==> src/rtl/mfid_pkg.sv <==
package mfid_pkg;

  typedef enum logic [3:0] {
    ST_IDLE,
    ST_BOOT_PROBE,
    ST_OP_COND,
    ST_WAIT_READY,
    ST_GET_ID,
    ST_SET_ADDR,
    ST_STANDBY,
    ST_DEACT,
    ST_INACTIVE,
    ST_ERROR
  } seq_state_e;

  typedef enum logic [3:0] {
    ERR_NONE      = 4'd0,
    ERR_OPC_RSP   = 4'd1,
    ERR_OPC_LIMIT = 4'd2,
    ERR_ID_RSP    = 4'd3,
    ERR_ADDR_RSP  = 4'd4,
    ERR_RCA_ZERO  = 4'd5
  } seq_err_e;

  localparam logic [5:0]  CMD_RESET   = 6'd0;
  localparam logic [5:0]  CMD_OPCOND  = 6'd1;
  localparam logic [5:0]  CMD_IDENT   = 6'd2;
  localparam logic [5:0]  CMD_ADDR    = 6'd3;
  localparam logic [5:0]  CMD_INACT   = 6'd15;
  localparam logic [31:0] BOOT_ARG    = 32'hF0F0_F0F0;

endpackage

==> src/rtl/mfid_rst_sync.sv <==
module mfid_rst_sync #(
  parameter int STAGES = 2
) (
  input  logic clk,
  input  logic rst_n,
  output logic rst_s_n
);
  logic [STAGES-1:0] sync_q;

  always_ff @(posedge clk or negedge rst_n) begin
    if (!rst_n) sync_q <= '0;
    else        sync_q <= {sync_q[STAGES-2:0], 1'b1};
  end

  assign rst_s_n = sync_q[STAGES-1];
endmodule

==> src/rtl/mfid_retry_ctr.sv <==
module mfid_retry_ctr #(
  parameter int LIMIT = 1000
) (
  input  logic clk,
  input  logic rst_n,
  input  logic clr,
  input  logic inc,
  output logic at_limit
);
  localparam int CW = $clog2(LIMIT + 1);
  localparam logic [CW-1:0] LIM = CW'(LIMIT);

  logic [CW-1:0] cnt_q, cnt_d;
  logic          cnt_en;

  always_comb begin
    cnt_en = clr | (inc & (cnt_q != LIM));
    cnt_d  = clr ? '0 : cnt_q + 1'b1;
  end

  always_ff @(posedge clk or negedge rst_n) begin
    if (!rst_n)      cnt_q <= '0;
    else if (cnt_en) cnt_q <= cnt_d;
  end

  assign at_limit = (cnt_q == LIM);

  a_r4_cnt_bound: assert property (@(posedge clk) disable iff (!rst_n)
    (cnt_q <= LIM));

  a_r4_cnt_step: assert property (@(posedge clk) disable iff (!rst_n)
    (inc && !clr && !at_limit) |=> (cnt_q == $past(cnt_q) + 1'b1));
endmodule

==> src/rtl/mfid_cmd_mux.sv <==
module mfid_cmd_mux
  import mfid_pkg::*;
#(
  parameter int          ARG_W   = 32,
  parameter logic [31:0] OCR_ARG = 32'h40FF_8080
) (
  input  seq_state_e             st,
  input  logic [ARG_W/2-1:0]     rca,
  output logic [5:0]             idx,
  output logic [ARG_W-1:0]       arg
);
  localparam int RCA_W = ARG_W / 2;

  always_comb begin
    idx = CMD_RESET;
    arg = '0;
    unique case (st)
      ST_BOOT_PROBE: begin idx = CMD_RESET;  arg = ARG_W'(BOOT_ARG); end
      ST_OP_COND:    begin idx = CMD_OPCOND; arg = ARG_W'(OCR_ARG);  end
      ST_GET_ID:     begin idx = CMD_IDENT;  arg = '0;               end
      ST_SET_ADDR:   begin idx = CMD_ADDR;   arg = {rca, {RCA_W{1'b0}}}; end
      ST_DEACT:      begin idx = CMD_INACT;  arg = {rca, {RCA_W{1'b0}}}; end
      default:       begin idx = CMD_RESET;  arg = '0;               end
    endcase
  end
endmodule

==> src/rtl/mflash_ident_seq.sv <==
module mflash_ident_seq
  import mfid_pkg::*;
#(
  parameter int          RETRY_MAX = 1000,
  parameter int          ARG_W     = 32,
  parameter logic [31:0] OCR_ARG   = 32'h40FF_8080
) (
  input  logic               clk,
  input  logic               rst_n,
  input  logic               start,
  input  logic               boot_req,
  input  logic [15:0]        rca_cfg,
  input  logic               go_inactive,
  output logic               cmd_valid,
  input  logic               cmd_ready,
  output logic [5:0]         cmd_index,
  output logic [31:0]        cmd_arg,
  input  logic               rsp_valid,
  input  logic [31:0]        rsp_status,
  input  logic               rsp_busy,
  input  logic               rsp_timeout,
  input  logic               rsp_crc_err,
  output logic               done,
  output logic               push_pull,
  output logic [15:0]        rca_out,
  output logic               err,
  output logic [3:0]         err_code
);
  localparam int RCA_W = ARG_W / 2;

  logic       rst_s_n;
  seq_state_e st_q, st_d;
  logic       issued_q, issued_d;
  logic [RCA_W-1:0] rca_q;
  logic       rca_en;
  seq_err_e   err_q, err_d;
  logic       err_en;
  logic       hs, waiting, rsp_take, rsp_bad, start_ok;
  logic       at_limit, cnt_clr, cnt_inc;
  logic       status_unused;

  assign status_unused = ^rsp_status;

  mfid_rst_sync #(.STAGES(2)) u_rst (
    .clk(clk), .rst_n(rst_n), .rst_s_n(rst_s_n)
  );

  mfid_retry_ctr #(.LIMIT(RETRY_MAX)) u_retry (
    .clk(clk), .rst_n(rst_s_n), .clr(cnt_clr), .inc(cnt_inc), .at_limit(at_limit)
  );

  mfid_cmd_mux #(.ARG_W(ARG_W), .OCR_ARG(OCR_ARG)) u_mux (
    .st(st_q), .rca(rca_q), .idx(cmd_index), .arg(cmd_arg)
  );

  always_comb begin
    cmd_valid = (st_q == ST_BOOT_PROBE) || (st_q == ST_OP_COND) || (st_q == ST_DEACT) ||
                (((st_q == ST_GET_ID) || (st_q == ST_SET_ADDR)) && !issued_q);
    hs        = cmd_valid && cmd_ready;
    waiting   = (st_q == ST_WAIT_READY) ||
                (((st_q == ST_GET_ID) || (st_q == ST_SET_ADDR)) && issued_q);
    rsp_take  = rsp_valid && waiting;
    rsp_bad   = rsp_timeout || rsp_crc_err;
    start_ok  = start && ((st_q == ST_IDLE) || (st_q == ST_ERROR));
    cnt_clr   = start_ok;
    cnt_inc   = hs && (st_q == ST_OP_COND);
    rca_en    = start_ok;
  end

  // next-state process
  always_comb begin
    st_d   = st_q;
    err_d  = err_q;
    err_en = 1'b0;
    unique case (st_q)
      ST_IDLE, ST_ERROR: if (start) begin
        err_en = 1'b1;
        if (rca_cfg == '0) begin
          st_d  = ST_ERROR;
          err_d = ERR_RCA_ZERO;
        end else begin
          st_d  = boot_req ? ST_BOOT_PROBE : ST_OP_COND;
          err_d = ERR_NONE;
        end
      end
      ST_BOOT_PROBE: if (hs) st_d = ST_OP_COND;
      ST_OP_COND:    if (hs) st_d = ST_WAIT_READY;
      ST_WAIT_READY: if (rsp_take) begin
        if (rsp_bad) begin
          st_d = ST_ERROR; err_d = ERR_OPC_RSP; err_en = 1'b1;
        end else if (rsp_busy) begin
          if (at_limit) begin
            st_d = ST_ERROR; err_d = ERR_OPC_LIMIT; err_en = 1'b1;
          end else begin
            st_d = ST_OP_COND;
          end
        end else begin
          st_d = ST_GET_ID;
        end
      end
      ST_GET_ID: if (rsp_take) begin
        if (rsp_bad) begin
          st_d = ST_ERROR; err_d = ERR_ID_RSP; err_en = 1'b1;
        end else begin
          st_d = ST_SET_ADDR;
        end
      end
      ST_SET_ADDR: if (rsp_take) begin
        if (rsp_bad) begin
          st_d = ST_ERROR; err_d = ERR_ADDR_RSP; err_en = 1'b1;
        end else begin
          st_d = ST_STANDBY;
        end
      end
      ST_STANDBY:  if (go_inactive) st_d = ST_DEACT;
      ST_DEACT:    if (hs) st_d = ST_INACTIVE;
      ST_INACTIVE: st_d = ST_INACTIVE;
      default:     st_d = ST_IDLE;
    endcase
    issued_d = (st_d == st_q) ? (issued_q | hs) : 1'b0;
  end

  // register process
  always_ff @(posedge clk or negedge rst_s_n) begin
    if (!rst_s_n) begin
      st_q     <= ST_IDLE;
      issued_q <= 1'b0;
      rca_q    <= '0;
      err_q    <= ERR_NONE;
    end else begin
      st_q     <= st_d;
      issued_q <= issued_d;
      if (rca_en) rca_q <= rca_cfg;
      if (err_en) err_q <= err_d;
    end
  end

  assign done      = (st_q == ST_STANDBY);
  assign err       = (st_q == ST_ERROR);
  assign push_pull = (st_q == ST_STANDBY) || (st_q == ST_DEACT);
  assign rca_out   = done ? rca_q : '0;
  assign err_code  = err_q;

  a_r9_req_hold: assert property (@(posedge clk) disable iff (!rst_s_n)
    (cmd_valid && !cmd_ready) |=> (cmd_valid && $stable(cmd_index) && $stable(cmd_arg)));

  a_r5_rca_valid: assert property (@(posedge clk) disable iff (!rst_s_n)
    done |-> (rca_out != '0));

  a_r6_err_silent: assert property (@(posedge clk) disable iff (!rst_s_n)
    err |-> !cmd_valid);

  a_r8_open_drain_ident: assert property (@(posedge clk) disable iff (!rst_s_n)
    (cmd_valid && (cmd_index != CMD_INACT)) |-> !push_pull);

  a_r11_inactive_sticky: assert property (@(posedge clk) disable iff (!rst_s_n)
    (st_q == ST_INACTIVE) |=> ((st_q == ST_INACTIVE) && !cmd_valid));

  a_r3_busy_repoll: assert property (@(posedge clk) disable iff (!rst_s_n)
    (st_q == ST_WAIT_READY && rsp_valid && !rsp_bad && rsp_busy && !at_limit)
      |=> (cmd_valid && cmd_index == CMD_OPCOND));
endmodule

==> config.mk <==
export PLATFORM = sky130hd
export DESIGN_NAME = mflash_ident_seq
export DESIGN_NICKNAME = d
export VERILOG_FILES = /design/src/rtl/mfid_pkg.sv /design/src/rtl/mfid_rst_sync.sv /design/src/rtl/mfid_retry_ctr.sv /design/src/rtl/mfid_cmd_mux.sv /design/src/rtl/mflash_ident_seq.sv
export SDC_FILE = /design/constraint.sdc
export NUM_CORES = 1
export LEC_CHECK = 0
export BUFFER_PORTS_ARGS = -buffer_cell sky130_fd_sc_hd__buf_2
export CAP_MARGIN = 10
export CORE_ASPECT_RATIO = 0.9
export CORE_MARGIN = 3
export CORE_UTILIZATION = 47
export DETAILED_ROUTE_END_ITERATION = 8
export PLACE_DENSITY = 0.78
export SLEW_MARGIN = 0
export SYNTH_ARGS = -nofsm -noshare
export SYNTH_HDL_FRONTEND = slang
export SYNTH_SLANG_ARGS = --single-unit
==> constraint.sdc <==
create_clock -name clk -period 2.1 [get_ports clk]
set_input_delay 0.42 -clock clk [delete_from_list [all_inputs] [get_ports clk]]
set_output_delay 0.42 -clock clk [all_outputs]
set_load 0.1 [all_outputs]
==> results.md, run 1 <==
- The run finished, with violations left.
- The final reports fail on setup timing.
- The count of pins over their slew limit is 0.
- The post-placement setup slack is -219.5 ps.
- The initial antenna violation count was 0.
- The top cell type's share of synthesized area is between 30% and 40%.
- The maximum level of the CTS H-tree is 2.
- Counting flops with a built-in enable in the synthesized netlist gives 0.
- The met2 track utilization from global routing is 49.34%.
- The global-route usage over all layers is a little over a quarter.
- The share of the clock period used by the worst path after layout is 101.9%.
- After the first detailed-routing iteration, the DRC count stood at 271.
- Measured against its own limit, the worst slew margin works out to between 50% and 60%.
- The area growth from synthesis to layout is 69.47%.
- Across the run, the number of max-cap violations was 0.
- The most critical setup path has its startpoint at st_q[0]$_DFF_PN0_.
- The worst flop-to-flop path startpoint is u_retry.cnt_q[0]$_DFFE_PN0P_.
- The number of hold-slack violations in the final timing report is 0.
- The final number of setup-violating endpoints is 16.
- The worst setup path is captured at an output pin.
- The number of global-route vias before repair is approximately 2700.
- The congestion estimate from routability-driven global placement came to between 0.9 and 1.
- The average size of a mapped cell is approximately 8 um^2.
- TritonCTS built the clock tree.
- The clock-pin slew reported for the worst setup and hold paths after clock tree synthesis is ~70 ps.
- The number of nets with antenna violations after routing is 0.
- In the post-synthesis netlist, the biggest area contributors are sky130_fd_sc_hd__dfrtp_1 35%, sky130_fd_sc_hd__nand2_1 9.7%, sky130_fd_sc_hd__buf_4 5.9%, sky130_fd_sc_hd__and3_1 5.7%, sky130_fd_sc_hd__a21oi_1 3.5%.
- In this run the standard cell core region covers 5045 um^2.
- The clock reaches the later pin of the worst-skew pair after 290 ps.
- The die is ~84 um wide.
- The layout net count is around 470.
- Based on the critical path, the design can be clocked at up to between 400 and 500 MHz.
- The worst setup path is of the reg2out kind.
- In this run the critical register-to-register path is captured at err_code[1]$_DFFE_PN0P_.
- Including well taps, the total number of placed cells is 455.
- For this run, the number of Yosys warnings is 0.
- Once routing completed, OpenROAD measured the worst setup slack at -39.70 ps.
- For this run, global-route usage on met1 was measured as between 20 and 30%.
- After legalization and detailed placement, the total HPWL measured approximately 6.3 mm.
- The die is 75.81 um tall.
- The detailed-route wire length is around 9.5 mm.
- In this run, synthesis produced a sequential element count of 36.
- The total number of clock tree sinks is 36.
- The overall via count from detail_route is between 2000 and 3000.
- The sum of overflow across all layers after global routing is 0.
- The floorplan has 24 rows.
- The vias per cell is between 6 and 7.
- Setup repair after global routing could not meet its margin everywhere.
- STA classifies the critical path startpoint as a flip-flop.
- The share of flip-flops with an asynchronous set or reset after synthesis is 100.0%.
- In this run, distinct cell masters in the synthesized netlist total 60.
- The minimum period implied by the final worst setup slack is between 2000 and 2500 ps.
- The most congested layer reported by global routing is met2.
- For the pin with the worst max-slew slack, the measured transition is 618.0 ps.
- The path class of the lowest-slack min-delay path is reg2async.
- In this run, CTS created clock tree buffers numbering 5.
- Entering global routing, the biggest net connects 35 pins.
- The die covers approximately 6300 um^2.
- The clock skew is approximately 2.6 ps.
- The global routing met3 resource utilization is roughly 5.5%.
- Dividing the detail-routed wire length by the instance count gives roughly 20 um.
- The clock tree root driver cell is sky130_fd_sc_hd__clkbuf_8.
- The data arrival time at the worst-slack endpoint is about 1700 ps.
- The reg2reg setup slack is 0 ps.
- The effective utilization at floorplan is ~50%.
- Counting along the longest clock path gives a buffer depth of 2.
- In this run the worst path has a maximum fanout of 8.
- The largest area contributor in the synthesized netlist is sky130_fd_sc_hd__dfrtp_1.
- For the worst flop-to-flop path, the logic depth is 9.
- The number of I/O pins is between 100 and 150.
- During placement, the flow inserted port buffers numbering 76.
- The synthesized netlist occupies a cell area of between 2000 and 3000 um^2.
- In the routed design, unresolved DRC markers number 0.
- In the synthesized netlist the dominant register cell turns out to be sky130_fd_sc_hd__dfrtp_1.
- For this run, the register share of the synthesized area comes to approximately 35%.
- The repair_antennas step left the layout with diodes totalling 0.
- The fraction of layout instances using a drive strength above 1 is between 40% and 50%.
- The cell count after synthesis is around 310.
- The capture point of the critical path is cmd_arg[18].
- The first-pass GRT wire length is about 13 mm.
- The post-layout instance count excluding filler cells is 475.
- The required time reported for the critical path endpoint is between 1500 and 2000 ps.
- The detailed-routing iteration count for the pre-antenna-repair pass is 5.
-- flip-flops by register name, summed over array words and instances, names as in the netlist --
name / count
st_q: 4
rca_q: 16
err_code: 3
u_rst.sync_q: 2
issued_q: 1
u_retry.cnt_q: 10
-- worst max-delay path, stage by stage, from the launching register on --
cell	delay, ps
sky130_fd_sc_hd__dfrtp_2	500
sky130_fd_sc_hd__and2_1	200
sky130_fd_sc_hd__buf_4	140
sky130_fd_sc_hd__nand2_1	140
sky130_fd_sc_hd__a21oi_4	240
sky130_fd_sc_hd__buf_12	200
-- per-layer routing --
| layer | vias up | share of wire (%) |
|---|---|---|
| met1 | 1346 | 34 |
| met4 | 0 | 5.9 |
| met2 | 207 | 52 |
| met5 | - | 0 |
| li1 | 1254 | - |
| met3 | 55 | 7.9 |
-- cells in the final DEF, fill, tap and decap left out, types with 4 or more instances in the layout --
cell / netlist / final
sky130_fd_sc_hd__nor2_1: 20 / 18
sky130_fd_sc_hd__a21o_4: 0 / 8
sky130_fd_sc_hd__nand2_1: 66 / 65
sky130_fd_sc_hd__a21oi_4: 0 / 5
sky130_fd_sc_hd__buf_12: 0 / 51
sky130_fd_sc_hd__a21oi_1: 18 / 12
sky130_fd_sc_hd__o21ai_0: 8 / 8
sky130_fd_sc_hd__nor4_1: 4 / 4
sky130_fd_sc_hd__conb_1: 2 / 12
sky130_fd_sc_hd__buf_2: 4 / 28
sky130_fd_sc_hd__dfrtp_1: 36 / 33
sky130_fd_sc_hd__xor2_1: 4 / 4
sky130_fd_sc_hd__buf_4: 20 / 36
sky130_fd_sc_hd__nand4_1: 5 / 5
sky130_fd_sc_hd__nor3_2: 1 / 4
sky130_fd_sc_hd__and3_4: 0 / 16
sky130_fd_sc_hd__nand2b_1: 7 / 5
sky130_fd_sc_hd__and3_2: 0 / 6
sky130_fd_sc_hd__clkbuf_8: 0 / 6
-- final cells by class --
| type | instances | area, um^2 |
|---|---|---|
| clock buffer | 6 | 82.58 |
| clock inverter | 2 | 10.01 |
| fill | 232 | 732.0 |
| inverter | 4 | 15.01 |
| multi-input combinational | 244 | 1755 |
| sequential | 36 | 904.6 |
| tap | 65 | 81.33 |
| timing repair buffer | 118 | 1464 |
-- synth_stat cells (3+ instances only) --
cell / number
sky130_fd_sc_hd__a21o_1: 8
sky130_fd_sc_hd__a21oi_1: 18
sky130_fd_sc_hd__and3_1: 23
sky130_fd_sc_hd__buf_2: 4
sky130_fd_sc_hd__buf_4: 20
sky130_fd_sc_hd__clkbuf_1: 11
sky130_fd_sc_hd__dfrtp_1: 36
sky130_fd_sc_hd__inv_1: 4
sky130_fd_sc_hd__mux2_1: 3
sky130_fd_sc_hd__nand2_1: 66
sky130_fd_sc_hd__nand2b_1: 7
sky130_fd_sc_hd__nand3_1: 3
sky130_fd_sc_hd__nand3b_1: 3
sky130_fd_sc_hd__nand4_1: 5
sky130_fd_sc_hd__nor2_1: 20
sky130_fd_sc_hd__nor3_1: 7
sky130_fd_sc_hd__nor4_1: 4
sky130_fd_sc_hd__o21ai_0: 8
sky130_fd_sc_hd__or3_1: 4
sky130_fd_sc_hd__xnor2_1: 3
sky130_fd_sc_hd__xor2_1: 4
-- stage by stage --
stage	hold WS, ps	utilization (%)	area, um^2	setup TNS (ps)
floorplan	124.4	-	2860	-5778
CTS	291.7	82.24	4149	-51.44
finish	284.5	85.49	4313	-196.0
global route	308.1	85.49	4313	-1839
detailed placement	207.9	79.32	4001	-1033
global placement	207.4	79.32	4001	-377.5
-- kinds of logic (layout without fill, tap and decap cells) --
family | after synthesis | in the layout | synth area share [%]
DFF | 36 | 36 | 35.40
adders and majority gates | 2 | 2 | 0.9831
xor gates and xnor gates | 7 | 7 | 2.409
other | 2 | 12 | 0.2951
AOI/OAI and AO/OA | 55 | 55 | 15.29
muxes | 5 | 5 | 2.114
and+or+nand+nor | 163 | 163 | 33.43
buffers and inverters | 43 | 130 | 10.08
-- how the worst min path moves through the flow --
| stage | startpoint | endpoint |
|---|---|---|
| after global routing | u_rst.sync_q[1]$_DFF_PN0_ | err_code[2]$_DFFE_PN0P_ |
| final | u_rst.sync_q[1]$_DFF_PN0_ | u_retry.cnt_q[5]$_DFFE_PN0P_ |
| after detailed placement | rst_n | u_rst.sync_q[1]$_DFF_PN0_ |
| after global placement | rst_n | u_rst.sync_q[0]$_DFF_PN0_ |
| after floorplan | rst_n | u_rst.sync_q[0]$_DFF_PN0_ |
| after CTS | u_rst.sync_q[1]$_DFF_PN0_ | u_retry.cnt_q[5]$_DFFE_PN0P_ |
-- timing repair --
action	in CTS	in global routing
setup buffers	3	8
endpoints found under the setup margin	51	46
hold buffers	1	0
hold endpoints to repair	2	0
gates resized for setup	9	23
pin swaps	2	6
Power of run 1 is left out: the tool's default activity adds up to more than one toggle a clock period on the data nets, which glitch-free logic cannot reach.
==> run 2, diff against run 1 <==
Settings changed: CORE_UTILIZATION 47 to 48, CTS_BUF_LIST from default to sky130_fd_sc_hd__clkbuf_8, PLACE_DENSITY 0.78 to 0.79, TNS_END_PERCENT from default to 10.
==> run 2 against run 1 <==
  * The flow still finishes with violations (setup timing)
  * Critical path depth rose by 2
  * Count of clock-buffer cells in the layout rose by 1
  * Wire length rose by 8.0%
  * Hold slack improved by 1.1 ps
  * Final cell count rose by 0.84%
  * Maximum frequency fell by 3.2%
  * Global-route usage rose by 2.7 points
  * Sequential share of layout area rose by 0.096 points
==> results.md, run 2 (synthesis gave the netlist of run 1 again) <==
- The count of pins over their slew limit is 0.
- The overall die area is about 6200 um^2.
- The run finished, with violations left.
- For this block, the routed nets add up to about 10 mm of wire.
- STA classifies the critical path startpoint as a flip-flop.
- The register with the most flip-flops in the layout has 16 of them.
- The transition time of the tightest slew-check pin is between 700 and 800 ps.
- The critical path runs through a total of 7 cells.
- The pre-antenna-repair detailed-routing pass consisted of 5 iterations.
- The effective utilization at floorplan is 51.05%.
- The insertion delay of the later-clocked pin in the worst-skew pair is roughly 300 ps.
- In the layout the commonest cells are 65 x sky130_fd_sc_hd__nand2_1, 51 x sky130_fd_sc_hd__buf_12, 38 x sky130_fd_sc_hd__buf_4.
- Port buffering added 76 buffers.
- On the critical path the largest part of the delay comes from simple AND/OR/NAND/NOR gates.
- For this run, the post-layout net count is roughly 470.
- The overall via count from detail_route is 2985.
- For this run, design rule violations remaining after detail routing come to 0.
- The signed area change from the synthesized netlist to the final layout is 68.93%.
- The register with the most flip-flops in the final layout is rca_q.
- The row count is 24.
- Setup slack on the critical path of the routed design comes to -110.8 ps.
- The clock skew is 7.970 ps.
- Detailed placement ended at an HPWL of 6.244 mm.
- Counting along the longest clock path gives a buffer depth of 2.
- The die is roughly 83 um wide.
- The endpoint identified for the worst register-to-register timing path is issued_q$_DFF_PN0_.
- Before CTS, the worst setup slack after placement is -88.98 ps.
- The number of clock buffers inserted by TritonCTS is 5.
- The reg2reg setup slack is -110 ps.
- STA puts the critical path data arrival time at 2390 ps.
- The worst path buffer plus inverter count is 1.
- The critical path is of the reg2reg type.
- Setup repair after global routing could not meet its margin everywhere.
- The antenna cell count is 0.
- Measured against its own limit, the worst slew margin works out to between 40% and 50%.
- The highest fanout seen on the critical path is 10.
- Leaving out fill and tap cells, the most frequent cell in the layout is sky130_fd_sc_hd__nand2_1.
- For the finished layout, the period the worst path requires is between 2000 and 2500 ps.
- Routability-driven placement finished with a final weighted congestion of around 1.
- The critical path's slowest cell is sky130_fd_sc_hd__dfrtp_2.
- The number of global-route vias before repair came to 2749.
- The global-route usage over all layers is 29.04%.
- The fraction of layout instances using a drive strength above 1 is between 40% and 50%.
- The largest registers in the layout are rca_q x16, u_retry.cnt_q x10, st_q x4.
- The number of I/O pins is 120.
- The initial antenna violation count was 0.
- The tree is rooted in a sky130_fd_sc_hd__clkbuf_8.
- The detail route stage leaves a number of antenna-violating nets equal to 0.
- Traced cell by cell, the critical path runs through buf_4 > or3b_1 > nor2_1 > o22ai_1 > o21ai_1 > nand2b_1 > nor4b_2.
- The vias per cell is roughly 6.2.
- STA classifies the critical path endpoint as a flip-flop.
- The share of the clock period used by the worst path after layout is 105.3%.
- In this run the number of H-tree levels came out at 2.
- Clock tree synthesis found a total of 36 sinks.
- The number of hold-slack violations in the final timing report is 0.
- The die is ~75 um tall.
- In this design, the stage delay of the slowest critical-path cell is 470 ps.
- The worst hold path belongs to the class reg2async.
- The achievable clock frequency is between 400 and 500 MHz.
- The checks that failed: setup timing.
- Setup violations remaining at the end of the flow were counted as 22.
- The sum of overflow across all layers after global routing is 0.
- Entering global routing, the biggest net connects 35 pins.
- Clock-pin slew was measured on the worst setup and hold paths at about 70 ps.
- TritonCTS built the clock tree.
- Max-cap violations in this run came to 0.
- The floorplan step defined a core boundary enclosing approximately 5000 um^2.
- For this block, the initial DRC count from the detailed router was between 400 and 500.
- In the final routed layout, each cell accounts on average for ~21 um.
- The count of cells along the worst register-to-register path is 7.
- The first global-routing pass estimated 13.63 mm of wire.
- The startpoint identified for the worst register-to-register timing path is st_q[1]$_DFF_PN0_.
- STA puts the critical path data required time at approximately 2300 ps.
run 2: how the worst max path moves through the flow:
stage               slack [ps]                  to                from
finish                    -110  issued_q$_DFF_PN0_   st_q[1]$_DFF_PN0_
detailed placement         -90  issued_q$_DFF_PN0_          rca_cfg[2]
floorplan                 -470         cmd_arg[28]   st_q[0]$_DFF_PN0_
global placement           -50  issued_q$_DFF_PN0_          rca_cfg[2]
global route              -180  issued_q$_DFF_PN0_  issued_q$_DFF_PN0_
CTS                         -8           cmd_valid   st_q[0]$_DFF_PN0_
run 2: repair_timing:
| action | 4_1_cts | 5_1_grt |
|---|---|---|
| setup buffers | 4 | 8 |
| resized for setup | 12 | 34 |
| pin swaps | 1 | 10 |
| setup endpoints to repair | 52 | 44 |
| gates cloned | 0 | 1 |
| hold buffers | 1 | 0 |
| hold endpoints to repair | 2 | 0 |
run 2: per-stage QoR:
| step | setup TNS, ps | cells | utilization [%] | area (um^2) | hold slack, ps |
|---|---|---|---|---|---|
| 2_1_floorplan | -13080 | 323 | - | 2729 | 124.4 |
| 3_3_place_gp | -52.88 | 458 | 78.16 | 3896 | 204.7 |
| 3_5_place_dp | -140.4 | 458 | 78.16 | 3896 | 208.8 |
| 4_1_cts | -16.52 | 470 | 81.45 | 4060 | 304.4 |
| 5_1_grt | -1731 | 479 | 86.25 | 4299 | 339.6 |
| 6_report | -689.0 | 479 | 86.25 | 4299 | 285.6 |
run 2: area by class of cell:
type,count,area [um^2]
clock buffer,7,96.34
fill,228,685.7
inverter,4,15.01
multi-input combinational,244,1688
sequential,36,905.9
tap,65,81.33
timing repair buffer,123,1513
run 2: worst register-to-register path, cell delays in order, from the launching register on:
cell and delay [ps]:
sky130_fd_sc_hd__dfrtp_2 470, sky130_fd_sc_hd__buf_4 200, sky130_fd_sc_hd__or3b_1 470, sky130_fd_sc_hd__nor2_1 170, sky130_fd_sc_hd__o22ai_1 140, sky130_fd_sc_hd__o21ai_1 360
sky130_fd_sc_hd__nand2b_1 90, sky130_fd_sc_hd__nor4b_2 170
run 2: metal layers:
metal  vias up  GRT usage [%]  part of all wire (%)
met5         -              0                     0
met4         0          13.25                   4.6
met3        61          6.699                   9.1
met2       257          50.36                    49
met1      1413          34.26                    37
li1       1254              -                     -
Power of run 2 is left out for the same reason.
==> run 3, diff against run 2 <==
Settings changed: CORE_UTILIZATION 48 to 52, PLACE_DENSITY 0.79 to 0.85, SKIP_CTS_REPAIR_TIMING from default to 1.
Clock period 2.1 ns to 2.7 ns, I/O delays scaled along.
==> run 3 against run 2 <==
  * The flow now finishes without violations
  * Count of clock-buffer cells in the layout decreased by 2
  * Clock skew rose by 2.9 ps
  * Wire length fell by 27%
  * Utilization shrank 6.5 points
  * Via count decreased by 13%
  * Cell area decreased by 15%
  * Setup slack better by 280 ps
  * Hold slack got worse by 260 ps
  * Non-clock buffer count down 36
  * Highest routed layer unchanged
==> results.md, run 3 (synthesis gave the netlist of run 1 again) <==
- The routability congestion estimate from global placement is slightly above 0.9.
- TritonCTS built the clock tree.
- Using the TritonRoute via totals, the vias-per-cell ratio works out to around 5.9.
- For this run, the post-layout net count is between 400 and 500.
- After detailed routing, the number of remaining DRC violations is 0.
- Of all nets on the critical path, the largest fanout is 14.
- The number of hold-slack violations in the final timing report is 0.
- The start-to-end type of the worst setup path is reg2out.
- Setup repair after global routing left no endpoint under its margin.
- The first global-routing pass estimated ~12 mm of wire.
- TritonCTS created 5 clock buffers.
- The worst-case hold slack is approximately 25 ps.
- The number of global-route vias before repair is 2428.
- The data arrival time at the worst-slack endpoint is around 2000 ps.
- The tool flagged a number of max-cap violations equal to 0.
- Tracing the worst setup path back leads to its startpoint at st_q[0]$_DFF_PN0_.
- The total number of clock tree sinks is 36.
- The signed area change from the synthesized netlist to the final layout is 43.41%.
- Before antenna repair, the detailed router went through 6 iterations.
- The largest registers in the layout are rca_q x16, u_retry.cnt_q x10, st_q x4.
- Entering global routing, the biggest net connects 32 pins.
- The area of the core is 4576 um^2.
- Counting tap cells, the placed design contains a total of 433 instances.
- The number of I/O pins is 120.
- The overall via count from detail_route is roughly 2600.
- The antenna cell count is 0.
- The minimum period implied by the final worst setup slack is roughly 2500 ps.
- In this run the tool buffered the top-level ports with 76 buffer cells.
- rca_q holds more flip-flops than any other register.
- The die width is ~80 um.
- The number of nets with antenna violations after routing is 0.
- The final layout contains routed wiring with a total length of around 7.5 mm.
- The post-route netlist has 28.84% of its cells at a drive strength greater than 1.
- The total overflow left after global routing is 0.
- The initial antenna violation count is 0.
- Clock skew on the completed layout was measured at 10.91 ps.
- In the layout the commonest cells are 66 x sky130_fd_sc_hd__nand2_1, 44 x sky130_fd_sc_hd__buf_12, 35 x sky130_fd_sc_hd__dfrtp_1.
- The signal on the critical path passes through nor2b_4 > o21a_1 > a21o_1 > buf_12.
- The stage delay of the slowest cell on the critical path is about 480 ps.
- The largest buffer count on any clock path is 2.
- The share of the clock period used by the worst path after layout is between 90% and 100%.
- The nature of the critical path endpoint is an output pin.
- The transition time of the tightest slew-check pin is just under 600 ps.
- The die height is 72.37 um.
- The starting DRC count in detailed routing is 318.
- The path class of the tightest hold or removal check is in2async.
- In the global route stage, overall resource usage came out at a little over a quarter.
- The achievable clock frequency is between 300 and 400 MHz.
- The count of pins over their slew limit came to 0.
- The clock-pin slew reported for the worst setup and hold paths after clock tree synthesis is roughly 70 ps.
- CTS built an H-tree with a depth of 2.
- The effective utilization at floorplan is between 50% and 60%.
- The final core utilization is 79.76%.
- The tree is rooted in a sky130_fd_sc_hd__clkbuf_8.
- The post-layout instance count excluding filler cells is 440.
- The flow ran to the end, and the final reports show no timing, DRC or antenna violations.
- After detailed routing, the average wire length per cell comes to approximately 17 um.
- The worst register-to-register path begins at st_q[0]$_DFF_PN0_.
- Data on the critical path is required at its endpoint by roughly 2200 ps.
- The tightest slew margin relative to the limit is 59.88%.
- The critical path's slowest cell is sky130_fd_sc_hd__dfrtp_2.
- The library cell used most frequently in the layout, excluding fill and tap cells, is sky130_fd_sc_hd__nand2_1.
- At the later pin of the worst-skew pair, clock insertion delay measures roughly 290 ps.
- The final number of setup-violating endpoints is 0.
- The critical path startpoint category is a flip-flop.
- The HPWL after detailed placement is approximately 5.6 mm.
- The register with the most flip-flops in the layout has 16 of them.
- Among cell families on the critical path, the largest total delay comes from compound AO/OA/AOI/OAI gates.
- Together, buffers and inverters on the worst path number 1.
- The floorplan step defined a die boundary enclosing approximately 5800 um^2.
- The row count is 23.
[run 3: cell count changes in the layout (fill, tap and decap cells not counted), moves of 4 or more]
cell / change
sky130_fd_sc_hd__a21o_1: +7
sky130_fd_sc_hd__a21o_2: -4
sky130_fd_sc_hd__a21oi_1: +6
sky130_fd_sc_hd__a21oi_2: -5
sky130_fd_sc_hd__and3_1: +8
sky130_fd_sc_hd__and3_4: -7
sky130_fd_sc_hd__buf_12: -7
sky130_fd_sc_hd__buf_2: +4
sky130_fd_sc_hd__buf_4: -27
sky130_fd_sc_hd__buf_6: -5
[run 3: path summary, 6_finish.rpt]
kind	to	slack, ps	depth (start not counted)
setup / recovery	cmd_arg[30]	170	4
hold / removal	u_rst.sync_q[1]$_DFF_PN0_	20	1
setup reg to reg	issued_q$_DFF_PN0_	470	7
hold reg to reg	rca_q[7]$_DFFE_PN0P_	50	0
max in group asynchronous	st_q[0]$_DFF_PN0_	2030	1
min in group clk	u_rst.sync_q[1]$_DFF_PN0_	360	0
[run 3: through the flow]
stage                     TNS, ps  setup WS, ps  cell area, um^2
after floorplan             -6627        -645.3             2611
after global placement          0         289.5             3571
after detailed placement        0         179.9             3571
after CTS                       0         90.13             3649
after global routing            0         80.78             3650
final                           0         166.1             3650
[run 3: area by class of cell]
class                      count  area (um^2)
clock inverter                 2        8.758
fill                         257        925.9
timing repair buffer          87         1124
multi-input combinational    244         1454
inverter                       4        15.01
tap                           62        77.57
clock buffer                   5        68.82
sequential                    36        902.1
[run 3: layer usage]
layer | vias up | global-route usage (%) | wire [um]
li1 | 1187 | - | -
met1 | 1230 | 31.27 | 2742
met2 | 155 | 45.41 | 3939
met3 | 19 | 5.707 | 638
met4 | 0 | 11.63 | 201
met5 | - | 0 | 0
Power of run 3 is left out for the same reason.
